**src/rtl/burst_pkg.sv**
```systemverilog
package burst_pkg;
    typedef enum logic [1:0] {
        TX_IDLE = 2'd0,
        TX_PRE  = 2'd1,
        TX_DATA = 2'd2
    } tx_state_e;

    typedef enum logic {
        RX_WAIT = 1'b0,
        RX_FILL = 1'b1
    } rx_state_e;
endpackage

```
**src/rtl/beat_tx.sv**
```systemverilog
module beat_tx
    import burst_pkg::*;
#(
    parameter int LANE_W = 16,
    parameter int BEATS  = 8
) (
    input  logic                     clk,
    input  logic                     rst_n,
    input  logic                     in_valid,
    output logic                     in_ready,
    input  logic [LANE_W*BEATS-1:0]  in_word,
    input  logic                     in_chop,
    output logic                     strobe_en,
    output logic                     lane_valid,
    output logic [LANE_W-1:0]        lane_rise,
    output logic [LANE_W-1:0]        lane_fall
);
    localparam int PAIRS      = BEATS / 2;
    localparam int PW         = (PAIRS > 1) ? $clog2(PAIRS) : 1;
    localparam logic [PW-1:0] FULL_LAST = PW'(PAIRS - 1);
    localparam logic [PW-1:0] CHOP_LAST = PW'(PAIRS / 2 - 1);

    tx_state_e                      state_q, state_d;
    logic [PW-1:0]                  pair_q, pair_d;
    logic                           chop_q, chop_d;
    logic [BEATS-1:0][LANE_W-1:0]   word_q, word_d, load_word;
    logic [PW-1:0]                  last_pair;

    // chopped bursts drop the upper half at load time
    for (genvar g = 0; g < BEATS; g++) begin : g_load
        if (g >= BEATS / 2) begin : g_upper
            assign load_word[g] = in_chop ? '0 : in_word[g*LANE_W +: LANE_W];
        end else begin : g_lower
            assign load_word[g] = in_word[g*LANE_W +: LANE_W];
        end
    end

    assign last_pair = chop_q ? CHOP_LAST : FULL_LAST;

    // state register
    always_ff @(posedge clk or negedge rst_n) begin
        if (!rst_n) begin
            state_q <= TX_IDLE;
            pair_q  <= '0;
            chop_q  <= 1'b0;
            word_q  <= '0;
        end else begin
            state_q <= state_d;
            pair_q  <= pair_d;
            chop_q  <= chop_d;
            word_q  <= word_d;
        end
    end

    // transitions
    always_comb begin
        state_d = state_q;
        pair_d  = pair_q;
        chop_d  = chop_q;
        word_d  = word_q;
        unique case (state_q)
            TX_IDLE: begin
                if (in_valid) begin
                    state_d = TX_PRE;
                    chop_d  = in_chop;
                    word_d  = load_word;
                end
            end
            TX_PRE: begin
                state_d = TX_DATA;
                pair_d  = '0;
            end
            TX_DATA: begin
                if (pair_q == last_pair) begin
                    state_d = TX_IDLE;
                    pair_d  = '0;
                end else begin
                    pair_d = pair_q + 1'b1;
                end
            end
            default: state_d = TX_IDLE;
        endcase
    end

    // outputs
    always_comb begin
        in_ready   = 1'b0;
        strobe_en  = 1'b0;
        lane_valid = 1'b0;
        lane_rise  = '0;
        lane_fall  = '0;
        unique case (state_q)
            TX_IDLE: in_ready = 1'b1;
            TX_PRE:  strobe_en = 1'b1;
            TX_DATA: begin
                strobe_en  = 1'b1;
                lane_valid = 1'b1;
                lane_rise  = word_q[{pair_q, 1'b0}];
                lane_fall  = word_q[{pair_q, 1'b1}];
            end
            default: in_ready = 1'b0;
        endcase
    end
endmodule

```
**src/rtl/beat_rx.sv**
```systemverilog
module beat_rx
    import burst_pkg::*;
#(
    parameter int LANE_W = 16,
    parameter int BEATS  = 8
) (
    input  logic                     clk,
    input  logic                     rst_n,
    input  logic                     beat_valid,
    input  logic [LANE_W-1:0]        beat_rise,
    input  logic [LANE_W-1:0]        beat_fall,
    input  logic                     beat_chop,
    output logic [LANE_W*BEATS-1:0]  out_word,
    output logic                     out_done
);
    localparam int PAIRS      = BEATS / 2;
    localparam int PW         = (PAIRS > 1) ? $clog2(PAIRS) : 1;
    localparam logic [PW-1:0] FULL_LAST = PW'(PAIRS - 1);
    localparam logic [PW-1:0] CHOP_LAST = PW'(PAIRS / 2 - 1);

    rx_state_e                      state_q, state_d;
    logic [PW-1:0]                  cnt_q, cnt_d;
    logic                           chop_q, chop_d;
    logic                           done_q, done_d;
    logic [BEATS-1:0][LANE_W-1:0]   word_q, word_d, base;
    logic                           eff_chop;
    logic [PW-1:0]                  last_pair;

    assign eff_chop  = (state_q == RX_WAIT) ? beat_chop : chop_q;
    assign last_pair = eff_chop ? CHOP_LAST : FULL_LAST;

    // state register
    always_ff @(posedge clk or negedge rst_n) begin
        if (!rst_n) begin
            state_q <= RX_WAIT;
            cnt_q   <= '0;
            chop_q  <= 1'b0;
            done_q  <= 1'b0;
            word_q  <= '0;
        end else begin
            state_q <= state_d;
            cnt_q   <= cnt_d;
            chop_q  <= chop_d;
            done_q  <= done_d;
            word_q  <= word_d;
        end
    end

    // transitions and gathering
    always_comb begin
        state_d = state_q;
        cnt_d   = cnt_q;
        chop_d  = chop_q;
        done_d  = 1'b0;
        word_d  = word_q;
        base    = (state_q == RX_WAIT) ? '0 : word_q;
        if (beat_valid) begin
            base[{cnt_q, 1'b0}] = beat_rise;
            base[{cnt_q, 1'b1}] = beat_fall;
            word_d = base;
            unique case (state_q)
                RX_WAIT: chop_d = beat_chop;
                RX_FILL: chop_d = chop_q;
                default: chop_d = chop_q;
            endcase
            if (cnt_q == last_pair) begin
                state_d = RX_WAIT;
                cnt_d   = '0;
                done_d  = 1'b1;
            end else begin
                state_d = RX_FILL;
                cnt_d   = cnt_q + 1'b1;
            end
        end
    end

    // outputs
    always_comb begin
        out_word = word_q;
        out_done = done_q;
    end
endmodule

```
**src/rtl/burst_serdes.sv**
```systemverilog
module burst_serdes #(
    parameter int LANE_W = 16,
    parameter int BEATS  = 8
) (
    input  logic                     clk,
    input  logic                     rst_n,
    input  logic                     tx_valid,
    output logic                     tx_ready,
    input  logic [LANE_W*BEATS-1:0]  tx_word,
    input  logic                     tx_chop,
    output logic                     strobe_en,
    output logic                     dq_valid,
    output logic [LANE_W-1:0]        dq_rise,
    output logic [LANE_W-1:0]        dq_fall,
    input  logic                     rx_valid,
    input  logic [LANE_W-1:0]        rx_rise,
    input  logic [LANE_W-1:0]        rx_fall,
    input  logic                     rx_chop,
    output logic [LANE_W*BEATS-1:0]  rx_word,
    output logic                     rx_done
);
    beat_tx #(.LANE_W(LANE_W), .BEATS(BEATS)) u_tx (
        .clk        (clk),
        .rst_n      (rst_n),
        .in_valid   (tx_valid),
        .in_ready   (tx_ready),
        .in_word    (tx_word),
        .in_chop    (tx_chop),
        .strobe_en  (strobe_en),
        .lane_valid (dq_valid),
        .lane_rise  (dq_rise),
        .lane_fall  (dq_fall)
    );

    beat_rx #(.LANE_W(LANE_W), .BEATS(BEATS)) u_rx (
        .clk        (clk),
        .rst_n      (rst_n),
        .beat_valid (rx_valid),
        .beat_rise  (rx_rise),
        .beat_fall  (rx_fall),
        .beat_chop  (rx_chop),
        .out_word   (rx_word),
        .out_done   (rx_done)
    );
endmodule

```
**config.mk**
```make
export PLATFORM = sky130hd
export DESIGN_NAME = burst_serdes
export DESIGN_NICKNAME = d
export VERILOG_FILES = /design/src/rtl/burst_pkg.sv /design/src/rtl/beat_tx.sv /design/src/rtl/beat_rx.sv /design/src/rtl/burst_serdes.sv
export SDC_FILE = /design/constraint.sdc
export NUM_CORES = 1
export LEC_CHECK = 0
export BUFFER_PORTS_ARGS = -buffer_cell sky130_fd_sc_hd__buf_2
export CORE_ASPECT_RATIO = 0.6
export CORE_UTILIZATION = 40
export DETAILED_ROUTE_END_ITERATION = 6
export PLACE_DENSITY = 0.7
export SYNTH_ARGS = -nofsm -noshare
export SYNTH_HDL_FRONTEND = slang
export SYNTH_SLANG_ARGS = --single-unit
export TNS_END_PERCENT = 1
```
**constraint.sdc**
```tcl
create_clock -name clk -period 2 [get_ports clk]
set_input_delay 0.2 -clock clk [delete_from_list [all_inputs] [get_ports clk]]
set_output_delay 0.2 -clock clk [all_outputs]
set_load 0.02 [all_outputs]
```
==> flow_summary.yaml <==
run_status:
  outcome: "complete, but fails checks"
  violations_in_the_final_reports: "negative setup slack"
cts:
  root_buffer: "clkbuf_16"
  clock_tree.buffer_depth: 3
  clk_transition_reported_paths_ps: 70
  cts_tree: "yes"
  cts_buffers: 26
  clock_sinks: 266
  insertion_delay_ps: 540
  htree_levels: 1
global_routing:
  grt.total_usage_pct: 23.2
  overflow: 0
  antenna_violations_before_repair: 2
  vias_in_the_first_global_route: 9312
  grt_pass1_wl_um: 51900
  grt_start_max_net_pins: 66
synth:
  netlist_instances: 837
  syn_area_sq_um: 11100
  ys_types: 33
  synthesized_netlist_net_count: 1010
  post_synth.cell_area_avg_sq_um: 13.3
  yosys_warnings: 0
  yosys_register_bits: 266
  synth_seq_area_share_pct: 59.8
hold_path:
  worstHoldPathType: "in -> reg"
sta:
  timing.setup.tns_ps: -6740
  max_freq_ghz: 0.444
  final-hold-violation-count: 0
  drv_slew: 0
  setup_ws_ps: -250
  setup_violations: 32
  maxSlewHeadroom_pct: 65.9
  clock-skew-final_ps: 9.76
  worstMarginPinSlew_ps: 511
  timing.final.crit_share_pct: 112
  rsz0062_at_grt: "yes"
  finalWorstPathRequiredPeriod_ps: 2250
critical_path:
  reg2reg_setup_slack_ps: 190
  crit_path_start_kind: "flop"
  crit_required_ps: 1800
  regToRegStartpoint: "u_tx.state_q[1]"
  endpoint: "dq_rise[6]"
  timing.critical_path.fanout_max: 6
  crit-reg2reg-capture: "u_tx.word_q[90]"
  number_of_cells_on_the_worst_reg_to_reg_path: 6
  critical_path_arrival_ps: 2050
  crit_path_end_kind: "output port"
  critPathKind: "reg -> out"
  worstSetupStartpoint: "u_tx.pair_q[0]"
place:
  place.detailed.instances: 1492
  place_congestion: 0.823
  place_ws_ps: 229
  hpwl_um: 21100
  io_buffer_count: 329
power_and_ir_drop:
  power_per_cell_area_nw_per_um2: 1570
  switchingPower_w: 0.00944
  power.sequential.fraction_pct: 37.9
  p_clk_share_pct: 19.4
  p_leak_nw: 7.85
  power.ir.vdd_worst_v: 0.00111
  combPwrFrac_pct: 42.6
  p_sw_share_pct: 37.1
  cell_internal_pwr_w: 0.0160
floorplan:
  rows: 46
  dieHeight_um: 131
  design.portCount: 330
  dieArea_sq_um: 28500
  starting_density_of_the_core_pct: 41.4
  dieWidth_um: 217
  core_sq_um: 26900
detailed_routing:
  detail_route.drc_violations: 0
  drt_pre_antenna_iters: 5
  met3RoutedLength_um: 2100
  routedLengthMet1_um: 15300
  wl_met2_um: 16100
  ant_nets: 0
  routed_wire_length_per_instance_um: 20.3
  via_count: 9047
  top_layer: "met4"
  detailedRoute.firstIterationViolations: 574
  wl_um: 34600
  vias_per_cell: 5.30
run:
  drv.max_cap_violation_count: 0
layout:
  num-fill-cells: 2040
  synthToLayoutAreaGrowth_pct: 45.4
  fraction_of_final_layout_cells_sized_beyond_drive_strength_1_pct: 40.6
  nNetsFinal: 1502
  layout.core_utilization_pct: 60.2
  finish.cell_count_without_fillers: 1707
==> placed cells by master, fill, tap and decap left out, types with 28 or more instances in the layout <==
cell type        n
nand2b_1        65
mux2_2          65
nand2_1         66
o21ai_0         68
dfrtp_1        264
dlygate4sd3_1  162
mux4_2          32
buf_2          300
buf_6           31
clkbuf_16       30
a22o_1         128
and2_4          28
==> cell type report <==
cell class | instances | area, sq um | area share (%)
multi-input cells | 495 | 4170 | 25.7
inverters | 7 | 26.3 | 0.162
flip-flops and latches | 266 | 6660 | 41.1
clock inverters | 7 | 65.1 | 0.402
clock buffers | 37 | 793 | 4.90
well taps | 360 | 450 | 2.78
repair buffers | 533 | 4020 | 24.8
diodes | 2 | 5.00 | 0.0309
==> through the flow <==
step	hold WS, ps	cell area, sq um	power [W]
3_3_place_gp	186	13300	0.0192
4_1_cts	32.7	15800	0.0249
2_1_floorplan	-95.6	11100	0.0158
6_report	74.7	16200	0.0254
5_1_grt	79.8	16200	0.0268
3_5_place_dp	183	13300	0.0195
==> logic make-up (layout without fill, tap and decap cells) <==
kind of cell | Yosys count | count (layout) | synth area share (%)
AO/OA/AOI/OAI | 209 | 209 | 13.9
XOR/XNOR | 3 | 3 | 0.236
adder cells (fa/ha/maj) | 7 | 7 | 0.786
buffers and inverters | 76 | 584 | 3.49
flip-flops | 266 | 266 | 59.8
multiplexers | 99 | 99 | 13.4
other | 0 | 2 | 0
AND/OR/NAND/NOR | 177 | 177 | 8.43
==> flip-flops by register name, summed over array words and instances (netlist names) <==
name / count
u_tx.state_q: 2
u_rx.chop_q: 1
u_tx.word_q: 128
u_rx.cnt_q: 2
u_tx.chop_q: 1
u_rx.out_done: 1
u_rx.out_word: 128
u_rx.state_q: 1
u_tx.pair_q: 2
==> synth_stat cells (all sizes together) <==
cell type | number | area [sq um]
and2 | 36 | 225
a21boi | 1 | 7.51
a31o | 1 | 8.76
mux4 | 32 | 736
xnor2 | 2 | 17.5
dfrtp | 266 | 6660
buf | 50 | 292
nand2 | 67 | 251
nor2 | 1 | 3.75
and3 | 1 | 6.26
xor2 | 1 | 8.76
ha | 7 | 87.6
mux2i | 2 | 20.0
o22ai | 1 | 6.26
nand2b | 65 | 407
nand4 | 1 | 6.26
a21oi | 1 | 5.00
clkbuf | 19 | 71.3
o21ai | 72 | 360
o211ai | 2 | 15.0
mux2 | 65 | 732
o311a | 2 | 20.0
a31oi | 1 | 6.26
a22o | 128 | 1120
inv | 7 | 26.3
nor2b | 3 | 18.8
nor4bb | 1 | 10.0
nand3 | 2 | 10.0
==> worst max-delay path: stages, from the launching register on <==
cell	delay, ps
dfrtp_2	400
buf_6	140
clkbuf_16	170
mux4_2	510
and2_4	160
buf_6	120
==> how the worst min path moves through the flow <==
stage                                   to      from  cells past startpoint
after CTS                     u_rx.state_q  rx_valid                      3
after global routing         u_rx.cnt_q[0]  rx_valid                      2
after global placement    u_tx.word_q[123]     rst_n                      1
after detailed placement  u_tx.word_q[123]     rst_n                      1
after floorplan                u_rx.chop_q     rst_n                      0
final                         u_rx.state_q  rx_valid                      3
==> what timing repair did <==
item	4_1_cts	5_1_grt
endpoints found under the hold margin	318	0
resized for setup	12	85
setup buffers	0	3
setup endpoints to repair	32	32
pin swaps	3	21
gates cloned	0	4
hold buffers	162	0
==> power by group through the flow <==
stage               Sequential (W)  Combinational [W]  Clock, W
global placement           0.00951            0.00971         0
finish                     0.00964             0.0108   0.00494
detailed placement         0.00955            0.00993         0
CTS                        0.00954             0.0103   0.00506
global route               0.00989             0.0116   0.00529
floorplan                   0.0108            0.00499         0
==> routing by layer <==
| metal | vias up | GRT usage, % |
|---|---|---|
| met5 | - | 0 |
| met1 | 4583 | 32.1 |
| li1 | 4004 | - |
| met2 | 370 | 36.0 |
| met4 | 0 | 8.76 |
| met3 | 90 | 4.72 |
(Power assumes the default switching activity.)
